--- src/rtl/irqsense_pkg.sv ---
// Shared constants and the sense-code encoding for the interrupt sense front end.
// Assumes each control word carries 2-bit fields for half as many lines as it has bits.
package irqsense_pkg;
    localparam int NUM_LINES = 32;
    localparam int FIELD_W   = 2;
    localparam int ADDR_W    = 3;

    typedef enum logic [1:0] {
        SENSE_ANY  = 2'b00,
        SENSE_HIGH = 2'b01,
        SENSE_LOW  = 2'b10,
        SENSE_OFF  = 2'b11
    } sense_e;
endpackage

--- src/rtl/irqsense_sync.sv ---
// Two-flop synchronizer followed by one history flop per line.
// Assumes pin_i is asynchronous. cur_o is the synchronized value, prev_o is that value one cycle older.
module irqsense_sync #(
    parameter int W = 32
) (
    input  logic         clk,
    input  logic         rst_n,
    input  logic [W-1:0] pin_i,
    output logic [W-1:0] cur_o,
    output logic [W-1:0] prev_o
);
    logic [W-1:0] meta_q;
    logic [W-1:0] sync_q;
    logic [W-1:0] hist_q;

    // Purpose: bring the lines into the clock domain and keep one cycle of history.
    always_ff @(posedge clk) begin
        if (!rst_n) begin
            meta_q <= '0;
            sync_q <= '0;
            hist_q <= '0;
        end else begin
            meta_q <= pin_i;
            sync_q <= meta_q;
            hist_q <= sync_q;
        end
    end

    assign cur_o  = sync_q;
    assign prev_o = hist_q;
endmodule

--- src/rtl/irqsense_detect.sv ---
// Per-line decoder: evaluates the synchronized line against its sense code and select bit.
// Assumes vectors are in line order (line n at index n). The output is purely combinational.
module irqsense_detect
    import irqsense_pkg::*;
#(
    parameter int W = 32
) (
    input  logic [W-1:0]         cur_i,
    input  logic [W-1:0]         prev_i,
    input  logic [W*FIELD_W-1:0] mode_i,
    input  logic [W-1:0]         lvl_sel_i,
    output logic [W-1:0]         edge_req_o,
    output logic [W-1:0]         lvl_req_o
);
    for (genvar n = 0; n < W; n++) begin : g_line
        logic   rise;
        logic   fall;
        sense_e code;

        assign rise = cur_i[n] & ~prev_i[n];
        assign fall = ~cur_i[n] & prev_i[n];
        assign code = sense_e'(mode_i[n*FIELD_W +: FIELD_W]);

        // Purpose: map the sense code and select bit to an edge hit or a level request.
        always_comb begin
            edge_req_o[n] = 1'b0;
            lvl_req_o[n]  = 1'b0;
            case (code)
                SENSE_ANY: edge_req_o[n] = rise | fall;
                SENSE_HIGH: begin
                    if (lvl_sel_i[n]) lvl_req_o[n]  = cur_i[n];
                    else              edge_req_o[n] = rise;
                end
                SENSE_LOW: begin
                    if (lvl_sel_i[n]) lvl_req_o[n]  = ~cur_i[n];
                    else              edge_req_o[n] = fall;
                end
                default: ;
            endcase
        end
    end
endmodule

--- src/rtl/irqsense_regs.sv ---
// Register file: sense-code words, level-select word, enable word and the sticky event word.
// Assumes register bit (W-1-n) belongs to line n. Line-ordered vectors go to the detector and the top.
module irqsense_regs
    import irqsense_pkg::*;
#(
    parameter int W  = NUM_LINES,
    parameter int AW = ADDR_W
) (
    input  logic                 clk,
    input  logic                 rst_n,
    input  logic                 wr_en,
    input  logic [AW-1:0]        wr_addr,
    input  logic [W-1:0]         wr_data,
    input  logic [AW-1:0]        rd_addr,
    output logic [W-1:0]         rd_data,
    input  logic [W-1:0]         edge_req_i,
    input  logic [W-1:0]         lvl_req_i,
    output logic [W*FIELD_W-1:0] mode_o,
    output logic [W-1:0]         lvl_sel_o,
    output logic [W-1:0]         mask_o,
    output logic [W-1:0]         status_o
);
    localparam int PER_CTRL = W / FIELD_W;
    localparam int NCTRL    = W / PER_CTRL;
    localparam logic [AW-1:0] A_LVL  = AW'(NCTRL);
    localparam logic [AW-1:0] A_MASK = AW'(NCTRL + 1);
    localparam logic [AW-1:0] A_EVT  = AW'(NCTRL + 2);

    logic [W-1:0] ctrl_q [NCTRL];
    logic [W-1:0] lvl_q;
    logic [W-1:0] mask_q;
    logic [W-1:0] pend_q;
    logic [W-1:0] pend_next;
    logic [NCTRL-1:0] ctrl_we;
    logic         lvl_we;
    logic         mask_we;
    logic         evt_we;
    logic [W-1:0] chg;
    logic [W-1:0] w1c;
    logic [W-1:0] status_rb;
    logic         past_ok;

    for (genvar k = 0; k < NCTRL; k++) begin : g_we
        assign ctrl_we[k] = wr_en && (wr_addr == AW'(k));
    end
    assign lvl_we  = wr_en && (wr_addr == A_LVL);
    assign mask_we = wr_en && (wr_addr == A_MASK);
    assign evt_we  = wr_en && (wr_addr == A_EVT);

    // Purpose: hold the configuration words.
    always_ff @(posedge clk) begin
        if (!rst_n) begin
            for (int k = 0; k < NCTRL; k++) ctrl_q[k] <= '0;
            lvl_q  <= '0;
            mask_q <= '0;
        end else begin
            for (int k = 0; k < NCTRL; k++) begin
                if (ctrl_we[k]) ctrl_q[k] <= wr_data;
            end
            if (lvl_we)  lvl_q  <= wr_data;
            if (mask_we) mask_q <= wr_data;
        end
    end

    for (genvar n = 0; n < W; n++) begin : g_map
        localparam int K   = n / PER_CTRL;
        localparam int POS = (PER_CTRL - 1 - (n % PER_CTRL)) * FIELD_W;
        localparam int RB  = W - 1 - n;

        assign mode_o[n*FIELD_W +: FIELD_W] = ctrl_q[K][POS +: FIELD_W];
        assign lvl_sel_o[n] = lvl_q[RB];
        assign mask_o[n]    = mask_q[RB];
        assign chg[n] = (ctrl_we[K] && (wr_data[POS +: FIELD_W] != ctrl_q[K][POS +: FIELD_W]))
                      || (lvl_we && (wr_data[RB] != lvl_q[RB]));
        assign w1c[n]       = evt_we && wr_data[RB];
        assign status_rb[RB] = status_o[n];
    end

    // Purpose: a config change clears, a new edge sets, a write-one clears.
    assign pend_next = ((pend_q & ~w1c) | edge_req_i) & ~chg;

    // Purpose: sticky edge events.
    always_ff @(posedge clk) begin
        if (!rst_n) pend_q <= '0;
        else        pend_q <= pend_next;
    end

    assign status_o = pend_q | lvl_req_i;

    // Purpose: same-cycle register readback.
    always_comb begin
        rd_data = '0;
        for (int k = 0; k < NCTRL; k++) begin
            if (rd_addr == AW'(k)) rd_data = ctrl_q[k];
        end
        if (rd_addr == A_LVL)  rd_data = lvl_q;
        if (rd_addr == A_MASK) rd_data = mask_q;
        if (rd_addr == A_EVT)  rd_data = status_rb;
    end

    // Purpose: mark cycles whose previous cycle was out of reset, for history checks.
    always_ff @(posedge clk) begin
        if (!rst_n) past_ok <= 1'b0;
        else        past_ok <= 1'b1;
    end

    p_set_src_r2: assert property (@(posedge clk) disable iff (!rst_n)
        past_ok |-> ((pend_q & ~$past(pend_q) & ~$past(edge_req_i)) == '0));

    p_w1c_r6: assert property (@(posedge clk) disable iff (!rst_n)
        past_ok |-> ((pend_q & $past(w1c & ~edge_req_i)) == '0));

    p_mode_clr_r8: assert property (@(posedge clk) disable iff (!rst_n)
        past_ok |-> ((pend_q & $past(chg)) == '0));
endmodule

--- src/rtl/irq_sense_top.sv ---
// Top: synchronizer, sense decoder and register file, plus the registered combined request.
// Assumes 32 lines with 2-bit sense codes packed into two words. Reset is synchronous active-low.
module irq_sense_top
    import irqsense_pkg::*;
(
    input  logic                 clk,
    input  logic                 rst_n,
    input  logic [NUM_LINES-1:0] pin_i,
    input  logic                 wr_en,
    input  logic [ADDR_W-1:0]    wr_addr,
    input  logic [NUM_LINES-1:0] wr_data,
    input  logic [ADDR_W-1:0]    rd_addr,
    output logic [NUM_LINES-1:0] rd_data,
    output logic                 irq_o
);
    localparam int W = NUM_LINES;

    logic [W-1:0]         cur;
    logic [W-1:0]         prev;
    logic [W*FIELD_W-1:0] mode;
    logic [W-1:0]         lvl_sel;
    logic [W-1:0]         edge_req;
    logic [W-1:0]         lvl_req;
    logic [W-1:0]         mask;
    logic [W-1:0]         status;
    logic                 irq_q;
    logic                 past_ok;

    irqsense_sync #(.W(W)) u_sync (
        .clk    (clk),
        .rst_n  (rst_n),
        .pin_i  (pin_i),
        .cur_o  (cur),
        .prev_o (prev)
    );

    irqsense_detect #(.W(W)) u_detect (
        .cur_i      (cur),
        .prev_i     (prev),
        .mode_i     (mode),
        .lvl_sel_i  (lvl_sel),
        .edge_req_o (edge_req),
        .lvl_req_o  (lvl_req)
    );

    irqsense_regs #(.W(W), .AW(ADDR_W)) u_regs (
        .clk        (clk),
        .rst_n      (rst_n),
        .wr_en      (wr_en),
        .wr_addr    (wr_addr),
        .wr_data    (wr_data),
        .rd_addr    (rd_addr),
        .rd_data    (rd_data),
        .edge_req_i (edge_req),
        .lvl_req_i  (lvl_req),
        .mode_o     (mode),
        .lvl_sel_o  (lvl_sel),
        .mask_o     (mask),
        .status_o   (status)
    );

    // Purpose: register the gated OR of all line requests.
    always_ff @(posedge clk) begin
        if (!rst_n) irq_q <= 1'b0;
        else        irq_q <= |(status & mask);
    end

    assign irq_o = irq_q;

    // Purpose: mark cycles whose previous cycle was out of reset, for history checks.
    always_ff @(posedge clk) begin
        if (!rst_n) past_ok <= 1'b0;
        else        past_ok <= 1'b1;
    end

    p_irq_reg_r10: assert property (@(posedge clk) disable iff (!rst_n)
        past_ok |-> (irq_o == $past(|(status & mask))));

    p_lvl_needs_sel_r7: assert property (@(posedge clk) disable iff (!rst_n)
        (lvl_req & ~lvl_sel) == '0);

    for (genvar n = 0; n < W; n++) begin : g_chk
        p_reserved_r5: assert property (@(posedge clk) disable iff (!rst_n)
            (mode[n*FIELD_W +: FIELD_W] == 2'b11) |-> !(edge_req[n] || lvl_req[n]));
    end
endmodule

--- config.mk ---
export PLATFORM = sky130hd
export DESIGN_NAME = irq_sense_top
export DESIGN_NICKNAME = d
export VERILOG_FILES = /design/src/rtl/irqsense_pkg.sv /design/src/rtl/irqsense_sync.sv /design/src/rtl/irqsense_detect.sv /design/src/rtl/irqsense_regs.sv /design/src/rtl/irq_sense_top.sv
export SDC_FILE = /design/constraint.sdc
export NUM_CORES = 1
export LEC_CHECK = 0
export ABC_AREA = 1
export CORE_UTILIZATION = 30
export CTS_CLUSTER_DIAMETER = 60
export DETAILED_ROUTE_END_ITERATION = 12
export DONT_BUFFER_PORTS = 1
export GPL_TIMING_DRIVEN = 0
export PLACE_DENSITY_LB_ADDON = 0.1
export SETUP_SLACK_MARGIN = 0.02
export SLEW_MARGIN = 40
export SYNTH_ARGS = -nofsm -noshare
export SYNTH_HDL_FRONTEND = slang
export SYNTH_SLANG_ARGS = --single-unit
--- constraint.sdc ---
create_clock -name clk -period 3.4 [get_ports clk]
set_input_delay 0.17 -clock clk [delete_from_list [all_inputs] [get_ports clk]]
set_output_delay 0.17 -clock clk [all_outputs]
set_load 0.01 [all_outputs]
* Yosys cells after proc, flatten, opt, wreduce, memory -nomap -nowiden
Memory sizes are Yosys's and may differ from the RTL's. Index checks and enable logic that the tools add are counted.
Storage, ports and cells: output and inout port bits 33, logic and storage cells 687, memory bits (writable) 64, memories 1, flip-flop bits (word level) 193, input port bits 73
Cells by class: reduce and logical (&&, ||, !) cells 168, eq/ne operators 136, muxes and demuxes 206, bitwise gates (word level) 169
Memory list:
- u_regs.ctrl_q | words 2, bits a word 32, read ports 2, clocked after memory_dff 0, write ports 2, line irqsense_regs.sv:29 | logic [W-1:0] ctrl_q [NCTRL];
Operator list (number):
- 32-bit two-way mux | 7
- 1-bit two-way mux | 135
- 1-bit logical AND | 101
- 32-bit bitwise AND | 3
- 1-bit case mux with 3 select lines | 32
- 1-bit bitwise AND | 64
- 2-bit by 1-bit == test with 1-bit output (second input constant) | 32
- 2-bit == test (second input constant) | 32
- 2-bit zero test | 32
- 2-bit != test | 32
- 1-bit inverter | 64
- 32-bit inverter | 2
- 32-bit OR | 2
- 1-bit case mux with 2 select lines | 32
- 1-bit OR | 34
- 1-bit logical OR | 32
- 1-bit != test | 32
- 32-bit OR reduction | 1
- 3-bit by 2-bit == test with 1-bit output (second input constant) | 4
- 3-bit by 1-bit == test with 1-bit output (second input constant) | 2
- 3-bit == test (second input constant) | 2
- 3-bit zero test | 2

* Logic depth before layout (Yosys ltp)
word-level depth 7, gate-level depth with buffers 12, gate-level depth less buffers 12

* Cells and area by module
A second synthesis with hierarchy kept.
Second synthesis, totals: cell total of the unflattened synthesis 2245, area total of the unflattened synthesis 16044.1 µm²
By module, submodules not included:
- irqsense_regs | times used 1, cells an instance 1177, area each 8498.2 µm²
- irqsense_detect | times used 1, cells an instance 704, area each 4524.3 µm²
- irqsense_sync | times used 1, cells an instance 299, area each 2760.1 µm²
- irq_sense_top | times used 1, cells an instance 65, area each 261.5 µm²

* Worst setup path after synthesis
Ideal clock, no wire load.
kind input -> register, start in wr_en, end mem u_regs.ctrl_q[1][0] (netlist: u_regs.ctrl_q[0][32]), enable pin, data arrival time 2.728 ns, setup time 0.468 ns, stages 4, path slack 0.204 ns, buffers on the path 0, path through inv_2 nor2_4 nand2_1 o21ai_0
RTL lines:
- start: declaration | line irq_sense_top.sv:9 | input logic wr_en,
- end: declaration | line irqsense_regs.sv:29

==> results.toml <==
[outcome]
status = "complete, no violations"

[grt]
grt_max_degree = 18
grt_pass1_vias = 12700
antenna_found_initial = 1
grtUsageTotal = 0.220
grt_pass1_wl_mm = 81.7
grt_overflow_total = 0

[critical_path]
arrival_ns = 2.16
worst-path-max-fanout = 4
critical_path_required_ns = 3.23
slowest_stage = "edfxtp_1"
rr_startpoint = "u_regs.ctrl_q[0][8]"
endpoint_kind = "output port"
worst-path-buf-inv = 1
worstSetupStartpointType = "flip-flop"
crit_top_cell = "nand2_1"
max_stage_delay_ns = 0.45
path_cells = "inv_1, ha_1, nand2_1, nand3b_1, nand2_1, nand2_1, o211ai_1"
r2r_end = "irq_o"
ff2ff_setup_slack_ns = 1.28
critical_path.startpoint = "u_regs.ctrl_q[0][8]"
worst_path_dominant_cell_family = "flip-flops"
crit_type = "reg2out"
reg2regPathDepth = 11

[drt]
drc = 0
ant_nets = 0
via_count = 12700
finalWirelength_mm = 55.0
first_iter_violations = 714
wire_per_inst_um = 20.4
firstDrtPassIters = 5
routed_via_density = 4.69

[synthesis]
mappedNetlistNets = 2162
yosysWarningCount = 0
avgSynthCellArea_um2 = 7.97
ys_types = 28
netlist_area_um2 = 15100
ys_seq_area_frac = 0.383
syn_inst = 1897
synth-seq-cells = 257

[placement]
pre_cts_slack_ns = 1.15
placed_cells = 2565
routabilityCongestion = 0.827
place_hpwl_mm = 39.0
place.port_buffers = 0

[finish]
drive_above_1_share = 0.0530
fin_nets = 2273
finalNonFillerCells = 2703
layout_common_cells = "inv_1, nand2_1, dfxtp_1"
area.growth.synth_to_final_pct = 19.1
final_common_cell = "inv_1"

[min_path]
min_to = "u_regs.pend_q[14]"
hp-class = "in2reg"
hold_depth = 4
hp-start = "wr_data[2]"

[floorplan]
initial_core_util = 0.306
die_x_um = 226
die-area_um2 = 51300
io_pins = 106
core_area_um2 = 49400
placementRows = 81
die_height_um = 226

[flow_run]
drv_cap = 0

[sta]
post-route-period-util = 0.684
whs_ns = 0.0186
slew_headroom = 0.412
hold_viol = 0
fin_crit_ns = 2.33
fin_ws_ns = 1.07
fin_skew_ns = 0.0206
drv_slew = 0
max_freq_mhz = 430
setup_viol = 0
rsz0062_at_grt = "no"
worst_pin_slew_ns = 0.882

[power]
combPwrFrac = 0.116
power.total_mw = 8.37
pwr-share-clk = 0.474
power.density_nw_per_um2 = 465
p_switching_mw = 2.33
swShare = 0.278
vdd_ir_drop_max_uv = 301
leakagePower_nw = 8.24
sequentialPowerShare = 0.410
power.internal_mw = 6.04

[clock_network]
postCtsSetupBuffers = 0
cts_max_level = 2
clk_pin_slew_ns = 0.06
clock_latency_ns = 0.56
tritoncts = "done"
numCtsBuffers = 38
cts_root_buffer = "clkbuf_16"
cts.sinks = 257
cts_buffer_depth = 3
layer usage:
layer / track usage / vias up / share of wire
met5: 0 / - / 0.00024
met4: 0.0756 / 2 / 0.028
met3: 0.0367 / 87 / 0.053
met2: 0.374 / 303 / 0.48
met1: 0.281 / 6035 / 0.44
li1: - / 6244 / -
synthesized netlist by cell type, drive strengths merged:
cell type / n / area (um2)
a211o: 1 / 8.76
a21oi: 129 / 646
a22o: 32 / 280
buf: 17 / 98.8
clkbuf: 43 / 161
dfxtp: 193 / 3860
edfxtp: 64 / 1920
ha: 192 / 2400
inv: 436 / 1640
nand2: 327 / 1230
nand3: 15 / 75.1
nand3b: 9 / 67.6
nand4: 1 / 6.26
nor2: 80 / 308
nor3: 2 / 15.0
o211ai: 62 / 465
o21ai: 128 / 641
o21bai: 7 / 52.6
o221ai: 1 / 8.76
o22ai: 63 / 394
o2bb2ai: 1 / 8.76
xnor2: 32 / 280
xor2: 62 / 543
state kept, by name, indices dropped and copies added, names as in the netlist:
| register | count |
|---|---|
| u_regs.lvl_q | 32 |
| u_sync.meta_q | 32 |
| irq_o | 1 |
| u_sync.cur_o | 32 |
| u_regs.ctrl_q | 64 |
| u_sync.prev_o | 32 |
| u_regs.pend_q | 32 |
| u_regs.mask_q | 32 |
metrics by stage:
step	TNS [ns]	area, um2	utilization
2_1_floorplan	0	15100	-
3_3_place_gp	-100.91	15900	0.323
3_5_place_dp	0	16100	0.326
4_1_cts	0	18000	0.364
5_1_grt	0	18000	0.365
6_report	0	18000	0.365
cell type report:
| class | instances | area [um2] |
|---|---|---|
| fillers | 5239 | 31400 |
| multi-input cells | 1144 | 7450 |
| flip-flops and latches | 257 | 5790 |
| inverters | 436 | 1640 |
| clock buffers | 53 | 1090 |
| well taps | 664 | 831 |
| repair buffers | 71 | 756 |
| plain buffers | 60 | 287 |
| clock inverters | 17 | 159 |
| diodes | 1 | 2.50 |
worst max path at each step:
| stage | end | slack [ns] | cells after the start |
|---|---|---|---|
| after floorplan | u_regs.ctrl_q[0][32] | 0.20 | 4 |
| after global routing | rd_data[20] | 0.97 | 7 |
| after global placement | u_regs.ctrl_q[0][42] | -2.91 | 4 |
| after detailed placement | u_regs.pend_q[24] | 1.15 | 8 |
| final | rd_data[20] | 1.07 | 7 |
| after CTS | rd_data[20] | 1.06 | 7 |
cell families after synthesis:
family / synth area share
buffers and inverters: 0.126
and+or+nand+nor: 0.112
AOI/OAI and AO/OA: 0.166
DFF: 0.383
adders and majority gates: 0.159
xor gates and xnor gates: 0.0545
tightest hold or removal path, cell delays in order:
cell,delay [ns]
xor2_1,0.11
o21ai_0,0.11
o211ai_1,0.10
a21oi_1,0.04
power groups by stage:
stage	sequential (mW)	clock, mW	combinational, mW
6_report	3.43	3.97	0.973
5_1_grt	3.45	4.19	1.10
3_3_place_gp	3.50	0	0.855
2_1_floorplan	3.45	0	0.580
3_5_place_dp	3.50	0	0.879
4_1_cts	3.43	4.07	0.983
what timing repair did:
action                                 CTS  global route
endpoints found under the hold margin  193             0
gates resized for setup                  0             0
hold buffers                            67             0
setup endpoints to repair                0             0
(Power assumes the default switching activity.)
